--- config.mk ---
export PLATFORM = sky130hd
export DESIGN_NAME = chan_ilv_remover
export DESIGN_NICKNAME = d
export VERILOG_FILES = /design/src/rtl/chan_ilv_pkg.sv /design/src/rtl/chan_ilv_regs.sv /design/src/rtl/chan_ilv_match.sv /design/src/rtl/chan_ilv_div3.sv /design/src/rtl/chan_ilv_remover.sv
export SDC_FILE = /design/constraint.sdc
export NUM_CORES = 2
export LEC_CHECK = 0
export BUFFER_PORTS_ARGS = -buffer_cell sky130_fd_sc_hd__buf_2
export CORE_ASPECT_RATIO = 1.75
export CORE_UTILIZATION = 45
export CTS_CLUSTER_SIZE = 20
export DETAILED_ROUTE_END_ITERATION = 7
export SETUP_SLACK_MARGIN = 0.02
export SLEW_MARGIN = 20
export SYNTH_ARGS = -nofsm -noshare
export SYNTH_HDL_FRONTEND = slang
export SYNTH_SLANG_ARGS = --single-unit
--- constraint.sdc ---
create_clock -name clk -period 14.75 [get_ports clk]
set_input_delay 2.95 -clock clk [delete_from_list [all_inputs] [get_ports clk]]
set_output_delay 2.95 -clock clk [all_outputs]
set_load 0.05 [all_outputs]
--- src/rtl/chan_ilv_pkg.sv ---
package chan_ilv_pkg;

    localparam int FLD_W   = 20;
    localparam int UNIT_SH = 26;
    localparam int ADDR_W  = FLD_W + UNIT_SH;

    typedef enum logic [1:0] {
        ST_IDLE  = 2'd0,
        ST_MATCH = 2'd1,
        ST_STEP  = 2'd2,
        ST_WAIT  = 2'd3
    } lookup_st_e;

    // Interleave bit position selected by a 2-bit granularity code.
    function automatic logic [4:0] gran_bit(input logic [1:0] code);
        case (code)
            2'd0:    return 5'd6;
            2'd1:    return 5'd8;
            2'd2:    return 5'd12;
            default: return 5'd30;
        endcase
    endfunction

endpackage

--- src/rtl/chan_ilv_regs.sv ---
module chan_ilv_regs
    import chan_ilv_pkg::*;
#(
    parameter int NUM_ENT = 8,
    parameter int NUM_CH  = 3,
    parameter int ENT_W   = 3,
    parameter int CH_W    = 2
) (
    input  logic                                      clk,
    input  logic                                      rst_n,
    input  logic                                      we,
    input  logic [1:0]                                kind,
    input  logic [ENT_W-1:0]                          ent,
    input  logic [CH_W-1:0]                           ch,
    input  logic [31:0]                               wdata,
    output logic [NUM_ENT-1:0][FLD_W+3:0]             base_o,
    output logic [NUM_ENT-1:0][FLD_W+3:0]             way_o,
    output logic [NUM_CH-1:0][NUM_ENT-1:0][FLD_W-1:0] off_o
);

    // base word kept as {field, chan code, socket code}
    // wayness word kept as {limit field, socket ways code, chan ways code}
    logic [NUM_ENT-1:0][FLD_W+3:0]             base_d, base_q;
    logic [NUM_ENT-1:0][FLD_W+3:0]             way_d,  way_q;
    logic [NUM_CH-1:0][NUM_ENT-1:0][FLD_W-1:0] off_d,  off_q;

    always_comb begin
        base_d = base_q;
        way_d  = way_q;
        off_d  = off_q;
        if (we && (32'(ent) < NUM_ENT)) begin
            case (kind)
                2'd0: base_d[ent] = {wdata[31:12], wdata[7:4]};
                2'd1: way_d[ent]  = wdata[31:8];
                2'd2: if (32'(ch) < NUM_CH) off_d[ch][ent] = wdata[23:4];
                default: ;
            endcase
        end
    end

    always_ff @(posedge clk) begin
        if (!rst_n) begin
            base_q <= '0;
            way_q  <= '0;
            off_q  <= '0;
        end else begin
            base_q <= base_d;
            way_q  <= way_d;
            off_q  <= off_d;
        end
    end

    assign base_o = base_q;
    assign way_o  = way_q;
    assign off_o  = off_q;

endmodule

--- src/rtl/chan_ilv_match.sv ---
module chan_ilv_match
    import chan_ilv_pkg::*;
#(
    parameter int NUM_ENT = 8,
    parameter int ENT_W   = 3
) (
    input  logic [ADDR_W-1:0]             addr,
    input  logic [NUM_ENT-1:0][FLD_W-1:0] lo_fld,
    input  logic [NUM_ENT-1:0][FLD_W-1:0] hi_fld,
    output logic                          hit,
    output logic [ENT_W-1:0]              idx
);

    logic [NUM_ENT-1:0] in_range;

    for (genvar g = 0; g < NUM_ENT; g++) begin : g_cmp
        assign in_range[g] = ({lo_fld[g], {UNIT_SH{1'b0}}} <= addr) &&
                             (addr <= {hi_fld[g], {UNIT_SH{1'b1}}});
    end

    // lowest index has priority: scan downward so it is written last
    always_comb begin
        idx = '0;
        for (int i = NUM_ENT - 1; i >= 0; i--) begin
            if (in_range[i]) idx = ENT_W'(i);
        end
    end

    assign hit = |in_range;

endmodule

--- src/rtl/chan_ilv_div3.sv ---
module chan_ilv_div3 #(
    parameter int W = 46
) (
    input  logic         clk,
    input  logic         rst_n,
    input  logic         start,
    input  logic [W-1:0] dividend,
    output logic         busy,
    output logic         done,
    output logic [W-1:0] quot
);

    localparam int CNT_W = $clog2(W + 1);

    typedef struct packed {
        logic             busy;
        logic             done;
        logic [CNT_W-1:0] cnt;
        logic [1:0]       rem;
        logic [W-1:0]     num;
        logic [W-1:0]     quo;
    } div_state_t;

    div_state_t q, d;
    logic [2:0] trial;

    always_comb begin
        d      = q;
        d.done = 1'b0;
        trial  = {q.rem, q.num[W-1]};
        if (start && !q.busy) begin
            d.busy = 1'b1;
            d.cnt  = CNT_W'(W);
            d.rem  = 2'd0;
            d.num  = dividend;
            d.quo  = '0;
        end else if (q.busy) begin
            d.num = q.num << 1;
            if (trial >= 3'd3) begin
                d.rem = 2'(trial - 3'd3);
                d.quo = {q.quo[W-2:0], 1'b1};
            end else begin
                d.rem = trial[1:0];
                d.quo = {q.quo[W-2:0], 1'b0};
            end
            d.cnt = q.cnt - 1'b1;
            if (q.cnt == CNT_W'(1)) begin
                d.busy = 1'b0;
                d.done = 1'b1;
            end
        end
    end

    always_ff @(posedge clk) begin
        if (!rst_n) q <= '0;
        else        q <= d;
    end

    assign busy = q.busy;
    assign done = q.done;
    assign quot = q.quo;

    // divider launched only when idle, so step latency is fixed
    p_launch_idle_r10: assert property (@(posedge clk) disable iff (!rst_n)
        start |-> !q.busy);

    // remainder of a divide by three never reaches three
    p_rem_bound_r10: assert property (@(posedge clk) disable iff (!rst_n)
        q.busy |-> (q.rem != 2'd3));

endmodule

--- src/rtl/chan_ilv_remover.sv ---
module chan_ilv_remover
    import chan_ilv_pkg::*;
#(
    parameter int NUM_ENT = 8,
    parameter int NUM_CH  = 3
) (
    input  logic                         clk,
    input  logic                         rst_n,
    input  logic                         cfg_we,
    input  logic [1:0]                   cfg_kind,
    input  logic [$clog2(NUM_ENT)-1:0]   cfg_ent,
    input  logic [$clog2(NUM_CH)-1:0]    cfg_ch,
    input  logic [31:0]                  cfg_wdata,
    input  logic                         start,
    input  logic [ADDR_W-1:0]            sys_addr,
    input  logic [$clog2(NUM_CH)-1:0]    chan_sel,
    output logic                         done,
    output logic                         no_entry,
    output logic [ADDR_W-1:0]            chan_addr,
    output logic [3:0]                   skt_ways,
    output logic [2:0]                   chn_ways
);

    localparam int ENT_W = $clog2(NUM_ENT);
    localparam int CH_W  = $clog2(NUM_CH);

    typedef struct packed {
        lookup_st_e       st;
        logic             step;
        logic [ADDR_W-1:0] orig;
        logic [CH_W-1:0]  ch;
        logic [ADDR_W-1:0] cur;
        logic [1:0]       sgc;
        logic [1:0]       cgc;
        logic [1:0]       swc;
        logic [1:0]       cwc;
        logic             chfirst;
        logic             done;
        logic             noent;
        logic [ADDR_W-1:0] res;
        logic [3:0]       skw;
        logic [2:0]       chw;
    } look_state_t;

    look_state_t q, d;

    logic [NUM_ENT-1:0][FLD_W+3:0]             base_arr, way_arr;
    logic [NUM_CH-1:0][NUM_ENT-1:0][FLD_W-1:0] off_arr;
    logic [NUM_ENT-1:0][FLD_W-1:0]             lo_fld, hi_fld;
    logic                                      m_hit;
    logic [ENT_W-1:0]                          m_idx;

    chan_ilv_regs #(
        .NUM_ENT(NUM_ENT), .NUM_CH(NUM_CH), .ENT_W(ENT_W), .CH_W(CH_W)
    ) regs_i (
        .clk(clk), .rst_n(rst_n), .we(cfg_we), .kind(cfg_kind),
        .ent(cfg_ent), .ch(cfg_ch), .wdata(cfg_wdata),
        .base_o(base_arr), .way_o(way_arr), .off_o(off_arr)
    );

    for (genvar g = 0; g < NUM_ENT; g++) begin : g_fld
        assign lo_fld[g] = base_arr[g][FLD_W+3:4];
        assign hi_fld[g] = way_arr[g][FLD_W+3:4];
    end

    chan_ilv_match #(.NUM_ENT(NUM_ENT), .ENT_W(ENT_W)) match_i (
        .addr(q.orig), .lo_fld(lo_fld), .hi_fld(hi_fld),
        .hit(m_hit), .idx(m_idx)
    );

    // per-step interleave parameters
    logic              is_chan, ways3, div_start, div_busy, div_done, adv;
    logic [1:0]        lg;
    logic [4:0]        sh;
    logic [ADDR_W-1:0] low_src, low_mask, hi_part, pow_res, div_res, nxt;
    logic [ADDR_W-1:0] div_quot;
    logic [FLD_W-1:0]  off_sel;
    logic [FLD_W+3:0]  base_sel, way_sel;

    always_comb begin
        is_chan  = q.chfirst ? !q.step : q.step;
        sh       = gran_bit(is_chan ? q.cgc : q.sgc);
        ways3    = is_chan && (q.cwc == 2'd2);
        if (is_chan) lg = (q.cwc == 2'd3) ? 2'd2 : ((q.cwc == 2'd1) ? 2'd1 : 2'd0);
        else         lg = q.swc;
        low_src  = q.chfirst ? q.cur : q.orig;
        low_mask = ~({ADDR_W{1'b1}} << sh);
        hi_part  = q.cur >> sh;
        pow_res  = ((hi_part >> lg) << sh) | (low_src & low_mask);
        div_res  = (div_quot << sh) | (low_src & low_mask);
        base_sel = base_arr[m_idx];
        way_sel  = way_arr[m_idx];
        off_sel  = (32'(q.ch) < NUM_CH) ? off_arr[q.ch][m_idx] : '0;
    end

    always_comb begin
        d         = q;
        d.done    = 1'b0;
        div_start = 1'b0;
        adv       = 1'b0;
        nxt       = pow_res;
        case (q.st)
            ST_IDLE: begin
                if (start) begin
                    d.orig = sys_addr;
                    d.ch   = chan_sel;
                    d.st   = ST_MATCH;
                end
            end
            ST_MATCH: begin
                if (!m_hit) begin
                    d.done  = 1'b1;
                    d.noent = 1'b1;
                    d.st    = ST_IDLE;
                end else begin
                    d.cgc     = base_sel[3:2];
                    d.sgc     = base_sel[1:0];
                    d.swc     = way_sel[3:2];
                    d.cwc     = way_sel[1:0];
                    d.cur     = q.orig - {off_sel, {UNIT_SH{1'b0}}};
                    d.chfirst = (way_sel[1:0] == 2'd2) &&
                                (gran_bit(base_sel[1:0]) > gran_bit(base_sel[3:2]));
                    d.step    = 1'b0;
                    d.st      = ST_STEP;
                end
            end
            ST_STEP: begin
                if (ways3) begin
                    div_start = 1'b1;
                    d.st      = ST_WAIT;
                end else begin
                    adv = 1'b1;
                end
            end
            default: begin
                if (div_done) begin
                    nxt = div_res;
                    adv = 1'b1;
                end
            end
        endcase
        if (adv) begin
            d.cur = nxt;
            if (q.step) begin
                d.st    = ST_IDLE;
                d.done  = 1'b1;
                d.noent = 1'b0;
                d.res   = nxt;
                d.skw   = 4'd1 << q.swc;
                d.chw   = 3'(q.cwc) + 3'd1;
            end else begin
                d.step = 1'b1;
                d.st   = ST_STEP;
            end
        end
    end

    chan_ilv_div3 #(.W(ADDR_W)) div_i (
        .clk(clk), .rst_n(rst_n), .start(div_start), .dividend(hi_part),
        .busy(div_busy), .done(div_done), .quot(div_quot)
    );

    always_ff @(posedge clk) begin
        if (!rst_n) q <= '0;
        else        q <= d;
    end

    assign done      = q.done;
    assign no_entry  = q.noent;
    assign chan_addr = q.res;
    assign skt_ways  = q.skw;
    assign chn_ways  = q.chw;

    // completion is a single-cycle pulse
    p_done_pulse_r10: assert property (@(posedge clk) disable iff (!rst_n)
        done |=> !done);

    // the no-entry flag only rises together with completion
    p_noent_with_done_r4: assert property (@(posedge clk) disable iff (!rst_n)
        $rose(no_entry) |-> done);

    // reported way counts are legal encodings
    p_ways_legal_r5: assert property (@(posedge clk) disable iff (!rst_n)
        (done && !no_entry) |-> ($onehot(skt_ways) && chn_ways != 3'd0 && chn_ways <= 3'd4));

    // captured address is held while a lookup is in flight
    p_busy_hold_r11: assert property (@(posedge clk) disable iff (!rst_n)
        (q.st != ST_IDLE) |=> $stable(q.orig));

    // the divider is only waited on while it is running or finishing
    p_wait_div_r10: assert property (@(posedge clk) disable iff (!rst_n)
        (q.st == ST_WAIT) |-> (div_busy || div_done));

endmodule

# Yosys cells after proc, flatten, opt, wreduce, memory -nomap -nowiden
# Index checks and enable logic that the tools add are counted.
totals:
  mem_bits_ro: 0
  output_inout_bits: 55
  latchBits: 0
  regBits: 1127
  ram_bits: 0
  input_bits: 91
  n_memories: 0
op_classes:
  order_cmp: 26
  multipliers: 0
  reduce_logical: 37
  shifts: 6
  bitwise_logic: 6
  n_div: 0
  eq_ne: 17
  muxes: 67
  add_sub_neg: 4
op_table:
  columns: ["operator", "count"]
  rows:
  - ["$le 46x46->1", 16]
  - ["$bwmux 480", 1]
  - ["$bwmux 192", 2]
  - ["$bmux 160 s2", 1]
  - ["$demux 160 s2", 1]
  - ["$mux 160", 2]
  - ["$mux 46", 4]
  - ["$mux 55", 3]
  - ["$bmux 24 s3", 2]
  - ["$mux 102", 1]
  - ["$mux 100", 1]
  - ["$or 46x46->46", 2]
  - ["$shl 46x5->46", 2]
  - ["$demux 24 s3", 1]
  - ["$bmux 20 s3", 1]
  - ["$demux 20 s3", 1]
  - ["$mux 20", 3]
  - ["$mux 57", 1]
  - ["$and 46x46->46", 1]
  - ["$not 46->46", 1]
  - ["$shl 46x5->46 const A", 1]
  - ["$shr 46x2->46", 1]
  - ["$shr 46x5->46", 1]
  - ["$sub 46x46->46", 1]
  - ["35 further kinds", 112]

# Longest topological paths before layout
depth:
  depth_word: 22
  ltp_mapped: 31

# Modules after synthesis
# Synthesis repeated with hierarchy kept, for this count alone.
hier_totals:
  cells_unflattened: 7326
  area_unflattened_um2: 65003.6
by_module_without_submodules:
  columns: ["mod", "area_per_inst_um2", "cells_each", "n_inst"]
  rows:
  - ["chan_ilv_regs", 30947.2, 2947, 1]
  - ["chan_ilv_remover", 21713.3, 2882, 1]
  - ["chan_ilv_match", 7734.9, 1033, 1]
  - ["chan_ilv_div3", 4608.2, 464, 1]

# Worst setup path before layout
# No wires, ideal clock.
synth_timing:
  kind: "reg-to-reg"
  from: "reg q[153] (netlist name)"
  to: "reg q[108] (netlist name)"
  path_stages_with_launch: 31
  t_required_ns: 14.655
  period_less_slack_ns: 6.533
  slack_ns: 8.217
  arrival_ns: 6.437
  n_path_buf: 2
  cell_sequence: "dfxtp_1 -> inv_1 -> ha_1 -> and3_1 -> nand3_1 -> or4_1 -> or3_1 -> a22oi_1 -> a21bo_2 -> a211oi_4 -> o21bai_2 -> buf_6 -> clkbuf_1 -> o21ai_0 -> mux4_2 -> inv_1 -> ha_1 -> inv_1 -> fa_1 -> a21o_1 -> a21oi_1 -> o21ai_0 -> a21o_1 -> a21o_1 -> a211oi_1 -> o311ai_0 -> a21o_1 -> a21o_1 -> xor2_1 -> nand2_1 -> a221oi_1"
synth_between:
  elab_chain_len: 17
synth_lines:
  columns: ["item", "line_no", "text"]
  rows:
  - ["start: declaration", "chan_ilv_remover.sv:45", "look_state_t q, d;"]
  - ["start signal: assignment", "chan_ilv_remover.sv:164", "if (!rst_n) q <= '0;"]
  - ["start signal: assignment", "chan_ilv_remover.sv:165", "else q <= d;"]
  - ["$le 46x46->1, on equally long branches", "chan_ilv_match.sv:17, chan_ilv_match.sv:18", null]
  - ["$logic_and 1x1->1", "chan_ilv_match.sv:17", "assign in_range[g] = ({lo_fld[g], {UNIT_SH{1'b0}}} <= addr) &&"]
  - ["$mux 3 (8 in series)", "chan_ilv_match.sv:25", "if (in_range[i]) idx = ENT_W'(i);"]
  - ["$bmux 20 s3", "chan_ilv_remover.sv:93", "off_sel = (32'(q.ch) < NUM_CH) ? off_arr[q.ch][m_idx] : '0;"]
  - ["$mux 20 (implied by the code)", "chan_ilv_remover.sv:93", null]
  - ["$mux 20", "chan_ilv_remover.sv:93", null]
  - ["$sub 46x46->46", "chan_ilv_remover.sv:120", "d.cur = q.orig - {off_sel, {UNIT_SH{1'b0}}};"]
  - ["$mux 55", "chan_ilv_remover.sv:111", "if (!m_hit) begin"]
  - ["$mux 57", "chan_ilv_remover.sv:102", "case (q.st)"]
  - ["$mux 46", "chan_ilv_remover.sv:142", "if (adv) begin"]
# Several ways; a longest one is shown, not always the timed one. The select of a mux whose other input is x is not followed.
# A chain may end at the register's enable or synchronous reset.

# Final worst setup path
layout_timing:
  from: "reg q[139] (netlist name)"
  to: "reg q[108] (netlist name)"
# Same word-level chain as after synthesis.

==> flow_metrics.env <==
export IMPL_preCtsSetupSlack_ns=6.039
export IMPL_min_path_type="reg -> reg"
export IMPL_synth_area_um2=61510
export IMPL_hold_violations=0
export IMPL_grt_pass1_vias=52200
export IMPL_vias=56260
export IMPL_post_cts_repair_setup_buffers=0
export IMPL_fp_dieArea_um2=138200
export IMPL_report_final_slew_viol_count=0
export IMPL_synth_warnings=0
export IMPL_fmax_ghz=0.1102
export IMPL_synth_ff_type="dfxtp_1"
export IMPL_cp_arrival_ns=9.73
export IMPL_finalNetCount=8093
export IMPL_cts_tree="done"
export IMPL_synth_cells=7951
export IMPL_crit_required_ns=15.40
export IMPL_ys_ff_latch=1127
export IMPL_firstDrtPassIters=6
export IMPL_slew_headroom_pct=13.28
export IMPL_die_h_um=491.1
export IMPL_maxCapViolCount=0
export IMPL_post_cts_resized=0
export IMPL_cp_slowest_cell="o41ai_2"
export IMPL_pin_count=146
export IMPL_setup_viol=0
export IMPL_p_leak_nw=22.97
export IMPL_synthArstFlopShare_pct=0
export IMPL_powerDensity_nw_per_um2=192.4
export IMPL_status="complete, no violations"
export IMPL_drt_iter0_markers=4778
export IMPL_wire_per_inst_um=24.27
export IMPL_ys_seq_area_share_pct=36.68
export IMPL_clk_pin_slew_ns=0.07
export IMPL_core_um2=135700
export IMPL_synth_nets=8409
export IMPL_worstSetupPathType="reg -> reg"
export IMPL_post_dp_hpwl_um=158400
export IMPL_cts_inserted_buffers=106
export IMPL_path_max_fanout=56
export IMPL_drc=0
export IMPL_clkLatencyLatePin_ns=0.77
export IMPL_setup_slack_ns=5.673
export IMPL_stdcell_count=9545
export IMPL_syn_area_per_cell_um2=7.736
export IMPL_tightestPinTransition_ns=1.265
export IMPL_root_buffer="clkbuf_16"
export IMPL_hold_buffers=0
export IMPL_fin_skew_ns=0.04000
export IMPL_io_buffers=141
export IMPL_synth_edf_count=0
export IMPL_drive_above_1_share_pct=9.153
export IMPL_startpoint_type="flop"
export IMPL_layout_min_cycle_time_ns=9.077
export IMPL_num_rows=179
export IMPL_cts_max_level=3
export IMPL_initial_utilization_pct=45.32
export IMPL_cp_common_cell="a21o_1"
export IMPL_grt_overflow_total=0
export IMPL_worst_path_buf_inv=4
export IMPL_drt_total_wl_um=231700
export IMPL_fp_dieW_um=281.5
export IMPL_viasPerCell=5.894
export IMPL_placedCellCount=9332
export IMPL_area_delta_synth_final_pct=7.978
export IMPL_grt_use_total_pct=33.00
export IMPL_rsz0062_at_grt="no"
export IMPL_ant_nets=0
export IMPL_cpLargestDelayFamily="compound AO/OA/AOI/OAI gates"
export IMPL_max_stage_delay_ns=0.98
export IMPL_setup_tns_ns=0
export IMPL_grt_pass1_wl_um=339400
export IMPL_numClockSinks=1127
export IMPL_antenna_found_initial=18
export IMPL_gp_congestion=1.073
export IMPL_worst_setup_path_end_kind="flop"
export IMPL_vdd_drop_max_mv=0.1346
export IMPL_synth_cell_types=82
export IMPL_fin_crit_sh_pct=61.54
export IMPL_clock_path_buffers=3
export IMPL_grt_start_max_net_pins=158
final cells by class:
cell class | instances | area [um^2]
fillers | 13470 | 69300
multi-input cells | 5906 | 35450
flip-flops and latches | 1127 | 22570
clock buffers | 148 | 3013
well taps | 1810 | 2265
repair buffers | 265 | 1698
inverters | 229 | 867.1
clock inverters | 49 | 523.0
diodes | 11 | 27.53
tightest hold or removal path, stage by stage, from the launching register on:
cell	delay, ns
dfxtp_1	0.32
nand2_1	0.04
o21ai_0	0.05
logic make-up (layout without fill, tap and decap cells):
| logic type | count (synthesis) | in the layout | synth area share (%) |
|---|---|---|---|
| and+or+nand+nor | 2997 | 2997 | 19.50 |
| muxes | 557 | 557 | 11.59 |
| xor gates and xnor gates | 20 | 20 | 0.2848 |
| adders and majority gates | 367 | 367 | 7.477 |
| AOI/OAI and AO/OA | 1965 | 1965 | 18.37 |
| DFF | 1127 | 1127 | 36.68 |
| buffers and inverters | 918 | 691 | 6.100 |
| other | 0 | 11 | 0 |
power breakdown:
group,internal (mW),switching [mW]
Clock,1.54,1.30
Combinational,2.13,4.54
Sequential,3.13,0.136
Total,6.80,5.98
worst paths after layout:
check	slack (ns)	cells past startpoint	endpoint	from
max	5.67	28	q[108]$_SDFFE_PN0P_	q[139]$_SDFFE_PN0P_
max reg2reg	5.67	28	q[108]$_SDFFE_PN0P_	q[139]$_SDFFE_PN0P_
min	0.45	2	chan_addr[35]$_SDFFE_PN0P_	chan_addr[35]$_SDFFE_PN0P_
min reg2reg	0.45	2	chan_addr[35]$_SDFFE_PN0P_	chan_addr[35]$_SDFFE_PN0P_
placed cells by master, fill, tap and decap left out, drive strengths merged, types with 21 or more instances in the layout:
cell and count:
nand2 2368, a21oi 1201, dfxtp 1127, mux2i 369
ha 366, nor2 325, buf 265, o21ai 260
inv 233, clkbuf 148, mux4 117, o221ai 82
a211oi 82, o22ai 80, mux2 71, nand4 59
nand3 57, nor3 43, a21o 39, clkinv 32
a22o 30, o211ai 28, a221oi 22, and2 22
o21a 21
routing by layer:
| layer | track usage (%) | part of all wire, % | up-vias |
|---|---|---|---|
| met5 | 0 | 0.054 | - |
| met4 | 32.20 | 11 | 18 |
| met3 | 7.622 | 6.6 | 862 |
| met2 | 55.35 | 48 | 2173 |
| met1 | 33.05 | 34 | 26600 |
| li1 | - | - | 26610 |
synth_stat cells (59+ instances only):
library cell     n  area, um^2
a21oi_1       1201        6011
ha_1           366        4579
nand2_1       2367        8885
buf_4           59       442.9
inv_1          225       844.6
mux2i_1        368        3684
clkbuf_1       557        2091
o221ai_1        82       718.2
o22ai_1         80       500.5
mux2_2          71       799.5
mux4_2         117        2635
dfxtp_1       1127       22560
a211oi_1        81       608.1
o21ai_0        247        1236
nand4_1         59       369.1
nor2_1         325        1220
per-stage QoR:
step	hold slack, ns	cell area (um^2)	util [%]	total power, mW
after floorplan	0.4263	61510	-	7.157
after CTS	0.4521	66280	48.84	12.43
after global routing	0.4653	66400	48.92	13.16
after global placement	0.4285	62740	46.22	9.544
final	0.4492	66420	48.94	12.78
after detailed placement	0.4371	62750	46.23	9.585
sequential cells by signal, summed over array words and instances, names as in the netlist, 3 cells and up:
name           cells
regs_i.off_o     480
regs_i.base_o    192
regs_i.way_o     192
q                106
div_i.q           54
chan_addr         46
div_i.quot        46
skt_ways           4
chn_ways           3
(Power assumes the default switching activity.)
